File: src/rtl/mp_uart_rx.sv
module mp_uart_rx #(
  parameter int CLK_DIV = 16,
  parameter int DEPTH   = 3
) (
  input  logic       clk,
  input  logic       rst_n,
  input  logic       rxd,
  input  logic       xbit_en,
  input  logic       par_en,
  input  logic [1:0] par_sel,
  input  logic       mp_en,
  input  logic       rdy_clr,
  input  logic       rd_pop,
  input  logic       err_clr,
  output logic       rdy,
  output logic [7:0] rd_data,
  output logic       rd_extra,
  output logic       par_err,
  output logic       frm_err,
  output logic       ovr_err
);
  localparam int PW = (CLK_DIV > 1) ? $clog2(CLK_DIV) : 1;
  localparam int CW = $clog2(DEPTH + 1);
  localparam int AW = (DEPTH > 1) ? $clog2(DEPTH) : 1;

  typedef enum logic [2:0] {S_IDLE, S_START, S_DATA, S_NINTH, S_STOP} st_t;

  st_t           st;
  logic          rx_m, rx_s, rx_d;
  logic [PW-1:0] pre;
  logic [3:0]    os;
  logic [2:0]    bidx;
  logic [7:0]    shreg;
  logic          ninth;
  logic [8:0]    mem [DEPTH];
  logic [AW-1:0] wptr, rptr;
  logic [CW-1:0] count;

  wire tick      = (st != S_IDLE) && (pre == PW'(CLK_DIV - 1));
  wire [3:0] lim = (st == S_START) ? 4'd7 : 4'd15;
  wire sample    = tick && (os == lim);
  wire fall      = rx_d & ~rx_s;
  wire use_ninth = xbit_en | par_en;

  wire done     = sample && (st == S_STOP);
  wire wbit     = (xbit_en && !par_en) ? ninth : rx_s;
  logic par_exp;
  always_comb begin
    case (par_sel)
      2'b00:   par_exp = ~^shreg;
      2'b01:   par_exp = ^shreg;
      2'b10:   par_exp = 1'b1;
      default: par_exp = 1'b0;
    endcase
  end
  wire par_bad  = done && par_en && (ninth != par_exp);
  wire keep     = !(mp_en && !wbit);
  wire full     = (count == CW'(DEPTH));
  wire push     = done && keep && !full;
  wire overrun  = done && keep && full;
  wire do_pop   = rd_pop && (count != '0);

  assign rd_data  = mem[rptr][7:0];
  assign rd_extra = mem[rptr][8];

  always_ff @(posedge clk or negedge rst_n) begin
    if (!rst_n) begin
      rx_m <= 1'b1;
      rx_s <= 1'b1;
      rx_d <= 1'b1;
    end else begin
      rx_m <= rxd;
      rx_s <= rx_m;
      rx_d <= rx_s;
    end
  end

  always_ff @(posedge clk or negedge rst_n) begin
    if (!rst_n) begin
      st    <= S_IDLE;
      pre   <= '0;
      os    <= '0;
      bidx  <= '0;
      shreg <= '0;
      ninth <= 1'b0;
    end else begin
      if (st == S_IDLE || tick) pre <= '0;
      else                      pre <= pre + 1'b1;
      if (st == S_IDLE) begin
        os <= '0;
        if (fall) st <= S_START;
      end else if (tick) begin
        if (os == lim) begin
          os <= '0;
          case (st)
            S_START: begin
              bidx <= '0;
              st   <= rx_s ? S_IDLE : S_DATA;
            end
            S_DATA: begin
              shreg <= {rx_s, shreg[7:1]};
              bidx  <= bidx + 1'b1;
              if (bidx == 3'd7) st <= use_ninth ? S_NINTH : S_STOP;
            end
            S_NINTH: begin
              ninth <= rx_s;
              st    <= S_STOP;
            end
            default: st <= S_IDLE;
          endcase
        end else begin
          os <= os + 1'b1;
        end
      end
    end
  end

  always_ff @(posedge clk or negedge rst_n) begin
    if (!rst_n) begin
      for (int i = 0; i < DEPTH; i++) mem[i] <= '0;
      wptr  <= '0;
      rptr  <= '0;
      count <= '0;
    end else begin
      if (push) begin
        mem[wptr] <= {wbit, shreg};
        wptr      <= (wptr == AW'(DEPTH - 1)) ? '0 : wptr + 1'b1;
      end
      if (do_pop) rptr <= (rptr == AW'(DEPTH - 1)) ? '0 : rptr + 1'b1;
      count <= count + CW'(push) - CW'(do_pop);
    end
  end

  always_ff @(posedge clk or negedge rst_n) begin
    if (!rst_n) begin
      rdy     <= 1'b0;
      par_err <= 1'b0;
      frm_err <= 1'b0;
      ovr_err <= 1'b0;
    end else begin
      if (push)                           rdy <= 1'b1;
      else if (rdy_clr && count == '0)    rdy <= 1'b0;
      if (par_bad)                        par_err <= 1'b1;
      else if (err_clr)                   par_err <= 1'b0;
      if (done && !rx_s)                  frm_err <= 1'b1;
      else if (err_clr)                   frm_err <= 1'b0;
      if (overrun)                        ovr_err <= 1'b1;
      else if (err_clr)                   ovr_err <= 1'b0;
    end
  end

  assert_count_bound_R7: assert property (@(posedge clk) disable iff (!rst_n)
    count <= CW'(DEPTH));
  assert_pop_order_R7: assert property (@(posedge clk) disable iff (!rst_n)
    (rd_pop && count != '0 && !push) |=> (count == $past(count) - CW'(1)));
  assert_rdy_hold_R6: assert property (@(posedge clk) disable iff (!rst_n)
    (rdy && rdy_clr && count != '0) |=> rdy);
  assert_rdy_empty_R6: assert property (@(posedge clk) disable iff (!rst_n)
    !rdy |-> (count == '0));
  assert_perr_sticky_R4: assert property (@(posedge clk) disable iff (!rst_n)
    (par_err && !err_clr) |=> par_err);
  assert_ovr_sticky_R8: assert property (@(posedge clk) disable iff (!rst_n)
    (ovr_err && !err_clr) |=> ovr_err);
  assert_ferr_sticky_R10: assert property (@(posedge clk) disable iff (!rst_n)
    (frm_err && !err_clr) |=> frm_err);
  assert_mp_filter_R5: assert property (@(posedge clk) disable iff (!rst_n)
    (mp_en && $stable(mp_en) && count == $past(count) + CW'(1)) |-> mem[$past(wptr)][8]);
endmodule

File: config.mk
export PLATFORM = sky130hd
export DESIGN_NAME = mp_uart_rx
export DESIGN_NICKNAME = d
export VERILOG_FILES = /design/src/rtl/mp_uart_rx.sv
export SDC_FILE = /design/constraint.sdc
export NUM_CORES = 1
export LEC_CHECK = 0
export BUFFER_PORTS_ARGS = -buffer_cell sky130_fd_sc_hd__buf_2
export CAP_MARGIN = 20
export CORE_MARGIN = 2
export CORE_UTILIZATION = 53
export DETAILED_ROUTE_END_ITERATION = 10
export GPL_ROUTABILITY_DRIVEN = 0
export GPL_TIMING_DRIVEN = 0
export PLACE_DENSITY = 0.85
export RECOVER_POWER = 25
export SETUP_SLACK_MARGIN = 0.2
export SLEW_MARGIN = 30
export SYNTH_ARGS = -nofsm -noshare
export SYNTH_HDL_FRONTEND = slang
export SYNTH_SLANG_ARGS = --single-unit
export TNS_END_PERCENT = 20
File: constraint.sdc
create_clock -name clk -period 1.95 [get_ports clk]
set_input_delay 0.2925 -clock clk [delete_from_list [all_inputs] [get_ports clk]]
set_output_delay 0.2925 -clock clk [all_outputs]
set_load 0.005 [all_outputs]
== Word-level counts from Yosys, hierarchy flattened ==
Index checks and enable logic that the tools add are counted.

* Flip-flop bits (word level): 63
* Bits of input ports: 11

* Add/sub/neg operators: 7
* $lt $le $gt $ge: 3
* Eq/ne operators: 15
* Muxes and demuxes: 30
* Bitwise gates (word level): 6
* Reductions and logical operators: 38

{| class="wikitable"
|+ Operators by type and width
! cell !! count
|-
| bitwise mux 27 bit || 1
|-
| 2-to-1 mux 9 bit || 3
|-
| 2-to-1 mux 4 bit || 5
|-
| binary-select mux 9 bit (select 2 bit) || 1
|-
| demux 9 bit (select 2 bit) || 1
|-
| 2-to-1 mux 3 bit || 6
|-
| AND reduction 4 bit || 4
|-
| nonzero test 2 bit || 8
|-
| logical AND 1 bit || 14
|-
| one-hot mux 3 bit (3 select lines) || 1
|-
| adder 4 x 1 -> 4 bit (second input constant) || 2
|-
| == test 2 bit (second input constant) || 4
|-
| XNOR reduction 8 bit || 1
|-
| XOR reduction 8 bit || 1
|-
| 2-to-1 mux 1 bit || 7
|-
| == test 3 x 2 -> 1 bit (second input constant) || 2
|-
| == test 3 bit (second input constant) || 2
|-
| >= comparator 3 bit (second input constant) || 2
|-
| 2-to-1 mux 2 bit || 3
|-
| NOT 2 -> 3 bit || 2
|-
| one-hot mux 3 bit (2 select lines) || 1
|-
| logical NOT 1 bit || 5
|-
| adder 2 x 1 -> 2 bit (second input constant) || 2
|-
| == test 4 bit || 1
|-
| other kinds (18) || 20
|}

== Longest topological paths before layout ==
* Depth after elaboration: 10
* Gate-level depth with buffers: 7
* Mapped depth without buffers: 7

== Worst setup path before layout ==
Ideal clock, no wire load.

* Path type: register to register
* Start point: register pre[0]
* End point: register count[1]
* Arrival time: 1858 ps
* Required time: 1822 ps
* Path slack: -36 ps
* Stages on the path, launching flop included: 8
* Path buffers: 0
* Clock period less this slack: 1986 ps
* Cells stage by stage: dfrtp_1 -> ha_1 -> nand3_1 -> nor4_4 -> nand3_1 -> xor2_1 -> ha_1 -> xor2_1

* Word-level cells in the longest chain between the ends: 8

{| class="wikitable"
|+ Ends and longest elaborated chain
! what !! line !! RTL
|-
| from (decl) || 30 || <nowiki>logic [PW-1:0] pre;</nowiki>
|-
| from (signal assigned) || 88 || <nowiki>else pre <= pre + 1'b1;</nowiki>
|-
| == test 4 bit || 39 || <nowiki>wire tick = (st != S_IDLE) && (pre == PW'(CLK_DIV - 1));</nowiki>
|-
| logical AND 1 bit || 39 ||
|-
| logical AND 1 bit || 41 || <nowiki>wire sample = tick && (os == lim);</nowiki>
|-
| logical AND 1 bit || 45 || <nowiki>wire done = sample && (st == S_STOP);</nowiki>
|-
| logical AND 1 bit (2 in a row) || 59 || <nowiki>wire push = done && keep && !full;</nowiki>
|-
| adder 2 x 1 -> 2 bit || 130 || <nowiki>count <= count + CW'(push) - CW'(do_pop);</nowiki>
|-
| subtractor 2 x 1 -> 2 bit || 130 ||
|-
| to (signal assigned) || 130 ||
|-
| to (decl) || 37 || <nowiki>logic [CW-1:0] count;</nowiki>
|}

No other way between the ends.
A chain may end at the register's enable or synchronous reset.

== Worst setup path after layout ==
* Start point: register st[1]
* End point: register mem[4] (netlist name)

* Word-level cells in the longest chain between the ends: 7
* Elaborated cells on any way between the ends: 10
* Classes of those cells: eq/ne: 3; mux: 1; reduce/logical: 6

{| class="wikitable"
|+ Ends and longest elaborated chain
! what !! line !! RTL
|-
| from (decl) || 28 || <nowiki>st_t st;</nowiki>
|-
| from (signal assigned) || 98 || <nowiki>st <= rx_s ? S_IDLE : S_DATA;</nowiki>
|-
| from (signal assigned) || 103 || <nowiki>if (bidx == 3'd7) st <= use_ninth ? S_NINTH : S_STOP;</nowiki>
|-
| == test 3 x 1 -> 1 bit || 40 || <nowiki>wire [3:0] lim = (st == S_START) ? 4'd7 : 4'd15;</nowiki>
|-
| 2-to-1 mux 4 bit || 40 ||
|-
| == test 4 bit || 41 ||
|-
| logical AND 1 bit || 41 ||
|-
| logical AND 1 bit * || 45 ||
|-
| logical AND 1 bit * (2 in a row) || 59 ||
|-
| to (signal, indexed assignment) || 126 || <nowiki>mem[wptr] <= {wbit, shreg};</nowiki>
|-
| to (decl) || 35 || <nowiki>logic [8:0] mem [DEPTH];</nowiki>
|}

Mark *: on every way between the ends. The rest lies on a longest branch, timed or not.

==> impl_metrics.json <==
{
  "status": "complete, but fails checks",
  "violations": "max-capacitance violations, max-slew violations, negative setup slack",
  "diodes": 0,
  "die_area_mm2": 0.00628,
  "drtIter0Drc": 250,
  "syn_avg_cell_area_um2": 11.5,
  "post_drt_wl_per_cell_um": 18.4,
  "slew_headroom": -0.0223,
  "crit_path_start_kind": "flip-flop",
  "finalWirelength_mm": 7.10,
  "drc": 0,
  "grt_usage": 0.232,
  "ff2ff_setup_slack_ns": -0.03,
  "p_int_mw": 2.19,
  "required_ns": 2.19,
  "max_cap_violations": 1,
  "synth_area_mm2": 0.00300,
  "finalSetupTns_ns": -0.147,
  "synth_top_area_share": 0.500,
  "dp_cells": 356,
  "crit_family": "simple AND/OR/NAND/NOR gates",
  "drv_slew": 64,
  "timing.hold.ws_ns": 0.0378,
  "grt_pass1_wl_mm": 10.9,
  "slowest_delay_ns": 0.45,
  "rows": 27,
  "initial_utilization": 0.548,
  "cp.buffers_inverters": 2,
  "antenna_found_initial": 0,
  "slowest_stage": "dfrtp_2",
  "yosysWarnings": 0,
  "pwr-share-comb": 0.129,
  "rsz0062_at_grt": "yes",
  "cts_tree": "built",
  "hpwl_mm": 3.95,
  "pwr-share-seq": 0.467,
  "cts_buffer_depth": 2,
  "ys_seq_area_frac": 0.526,
  "grt_pass1_vias": 2251,
  "path_max_fanout": 5,
  "cts_buffers": 9,
  "power.switching_mw": 0.796,
  "drive_gt1_frac": 0.377,
  "grt_max_degree": 64,
  "core_area_mm2": 0.00547,
  "power.share.clock": 0.404,
  "yosys-top-cells-area": "dfrtp_1 50%, mux2_2 14%, mux2i_1 3.7%, nand2_1 3.5%, o21ai_0 3.2%",
  "powerDensity_mw_per_mm2": 798,
  "synth_top_family_by_area": "multiplexers",
  "cts.sinks": 63,
  "finalSetupViolCount": 8,
  "synth_cells": 261,
  "syn_nets": 277,
  "synthMuxAreaShare": 0.177,
  "die_w_um": 79.3,
  "die-height_um": 79.3,
  "crit_chain": "or2_4, nor4_4, buf_4, buf_4, nand4_2, mux2_2",
  "io_buffer_count": 23,
  "drtPass1Iterations": 4,
  "synth-xor-area-share": 0.0409,
  "synth-async-reset-ratio": 1.00,
  "synthSimpleGateAreaFrac": 0.131,
  "cts_root_buf": "clkbuf_8",
  "leakagePower_nw": 1.81,
  "dpl_cell_area_mm2": 0.00322,
  "finClkSkew_ns": 0.0120,
  "synth.largest_area_cell": "dfrtp_1",
  "synth-compound-area-share": 0.0800,
  "clk_latency_ns": 0.35,
  "vias": 2264,
  "synthFlopType": "dfrtp_1",
  "nets": 324,
  "finalHoldViolCount": 0,
  "synth.distinct_cells": 44,
  "finalCriticalPeriod_ns": 1.98,
  "tightest_slew_ns": 1.53,
  "period_share": 1.02,
  "cp-end-kind": "flip-flop",
  "synth_edf_count": 0,
  "fin_ws_ns": -0.0309,
  "irDropWorstVdd_uv": 471,
  "final_cells": 385,
  "overflow": 0,
  "area_growth_pct": 24.8,
  "critPathKind": "reg -> reg",
  "drtAntennaViolNets": 0,
  "cp_common_cell": "buf_4",
  "switching_share": 0.266,
  "io-pin-count": 24,
  "cts.clk_slew.worst_paths_ns": 0.07,
  "hold_class": "in -> reg",
  "synth_seq_cells": 63,
  "arrival_ns": 2.22,
  "synth_fa_ha_area_frac": 0.0208,
  "fmax_mhz": 505,
  "avgViaCountPerCell": 5.88,
  "htreeDepth": 3,
  "design_area_mm2": 0.00375
}
per-stage QoR:
| step | utilization | total power, mW | setup slack (ns) |
|---|---|---|---|
| 2_1_floorplan | - | 1.62 | 0.0776 |
| 6_report | 0.684 | 2.99 | -0.0309 |
| 5_1_grt | 0.684 | 3.08 | -0.125 |
| 3_5_place_dp | 0.589 | 1.75 | -0.213 |
| 4_1_cts | 0.658 | 2.97 | 0.0196 |
| 3_3_place_gp | 0.588 | 1.73 | -0.196 |
routing by layer:
metal | track usage | share of wire
met3 | 0.0386 | 0.041
met2 | 0.380 | 0.50
met5 | 0 | 0
met1 | 0.291 | 0.42
met4 | 0.133 | 0.033
sequential cells by signal, summed over array words and instances, names as in the netlist:
name	cells
bidx	3
count	2
frm_err	1
mem	27
ninth	1
os	4
ovr_err	1
par_err	1
pre	4
rdy	1
rptr	2
rx_d	1
rx_m	1
rx_s	1
shreg	8
st	3
wptr	2
layout make-up:
type / count / area [um^2]
fill: 380 / 1730
sequential: 63 / 1580
multi-input combinational: 183 / 1540
timing repair buffer: 35 / 209
clock buffer: 13 / 169
buffer: 10 / 96.3
tap: 72 / 90.1
clock inverter: 3 / 40.0
inverter: 6 / 22.5
power groups by stage:
stage	Clock, mW	Combinational (mW)	Sequential, mW
floorplan	0	0.218	1.41
global placement	0	0.317	1.41
detailed placement	0	0.332	1.42
CTS	1.20	0.379	1.39
global route	1.27	0.413	1.40
finish	1.21	0.387	1.40
path summary, 6_finish.rpt:
| kind | startpoint | end | cells past startpoint |
|---|---|---|---|
| setup / recovery | st[1] | mem[4] | 6 |
| hold / removal | rxd | rx_m | 1 |
| setup reg to reg | st[1] | mem[4] | 6 |
| hold reg to reg | rx_m | rx_s | 0 |
| max in group asynchronous | rst_n | st[1] | 1 |
| min in group asynchronous | rst_n | pre[0] | 1 |
worst register-to-register path: stages, from the launching register on:
cell,delay (ns)
dfrtp_2,0.45
or2_4,0.26
nor4_4,0.28
buf_4,0.19
buf_4,0.12
nand4_2,0.22
mux2_2,0.35
layout by cell type (no fill, tap or decap), types with 2 or more instances in the layout:
master and n:
dfrtp_1 59, nand2_1 26, mux2_2 25, buf_2 22
o21ai_0 18, nor2_1 14, clkbuf_8 13, mux2_4 12
mux2i_1 11, buf_4 11, xnor2_1 9, inv_1 6
nand3_1 5, a21oi_1 5, xor2_1 4, clkbuf_1 3
clkbuf_2 3, nor2b_1 3, nor3_1 3, nand4_1 3
buf_6 3, o41ai_1 3, ha_1 3, dfstp_2 3
nand2b_1 2, nor4_2 2, a221o_1 2, o22ai_1 2
ha_4 2, clkinv_2 2
kinds of logic (layout without fill, tap and decap cells):
family | count (synthesis) | count (layout)
mux | 48 | 48
simple gates | 77 | 78
buf+inv | 16 | 67
flops | 63 | 63
compound gates | 38 | 38
xor+xnor | 14 | 14
fa+ha+maj | 5 | 5
cells in the mapped netlist, types with 4 or more instances:
cell,number
a21oi_1,5
dfrtp_1,60
mux2i_1,11
xnor2_1,10
o21ai_0,19
nor3_1,4
ha_1,5
nor2_1,15
mux2_2,36
inv_1,6
clkbuf_1,6
nand2_1,28
nand3_1,7
xor2_1,4
timing repair:
item	CTS	global route
buffers inserted	7	5
hold buffers	0	0
setup endpoints to repair	58	53
cloned	1	0
pin swaps	3	6
gates resized for setup	24	26
No activity file was read; power rests on OpenSTA's default activity.
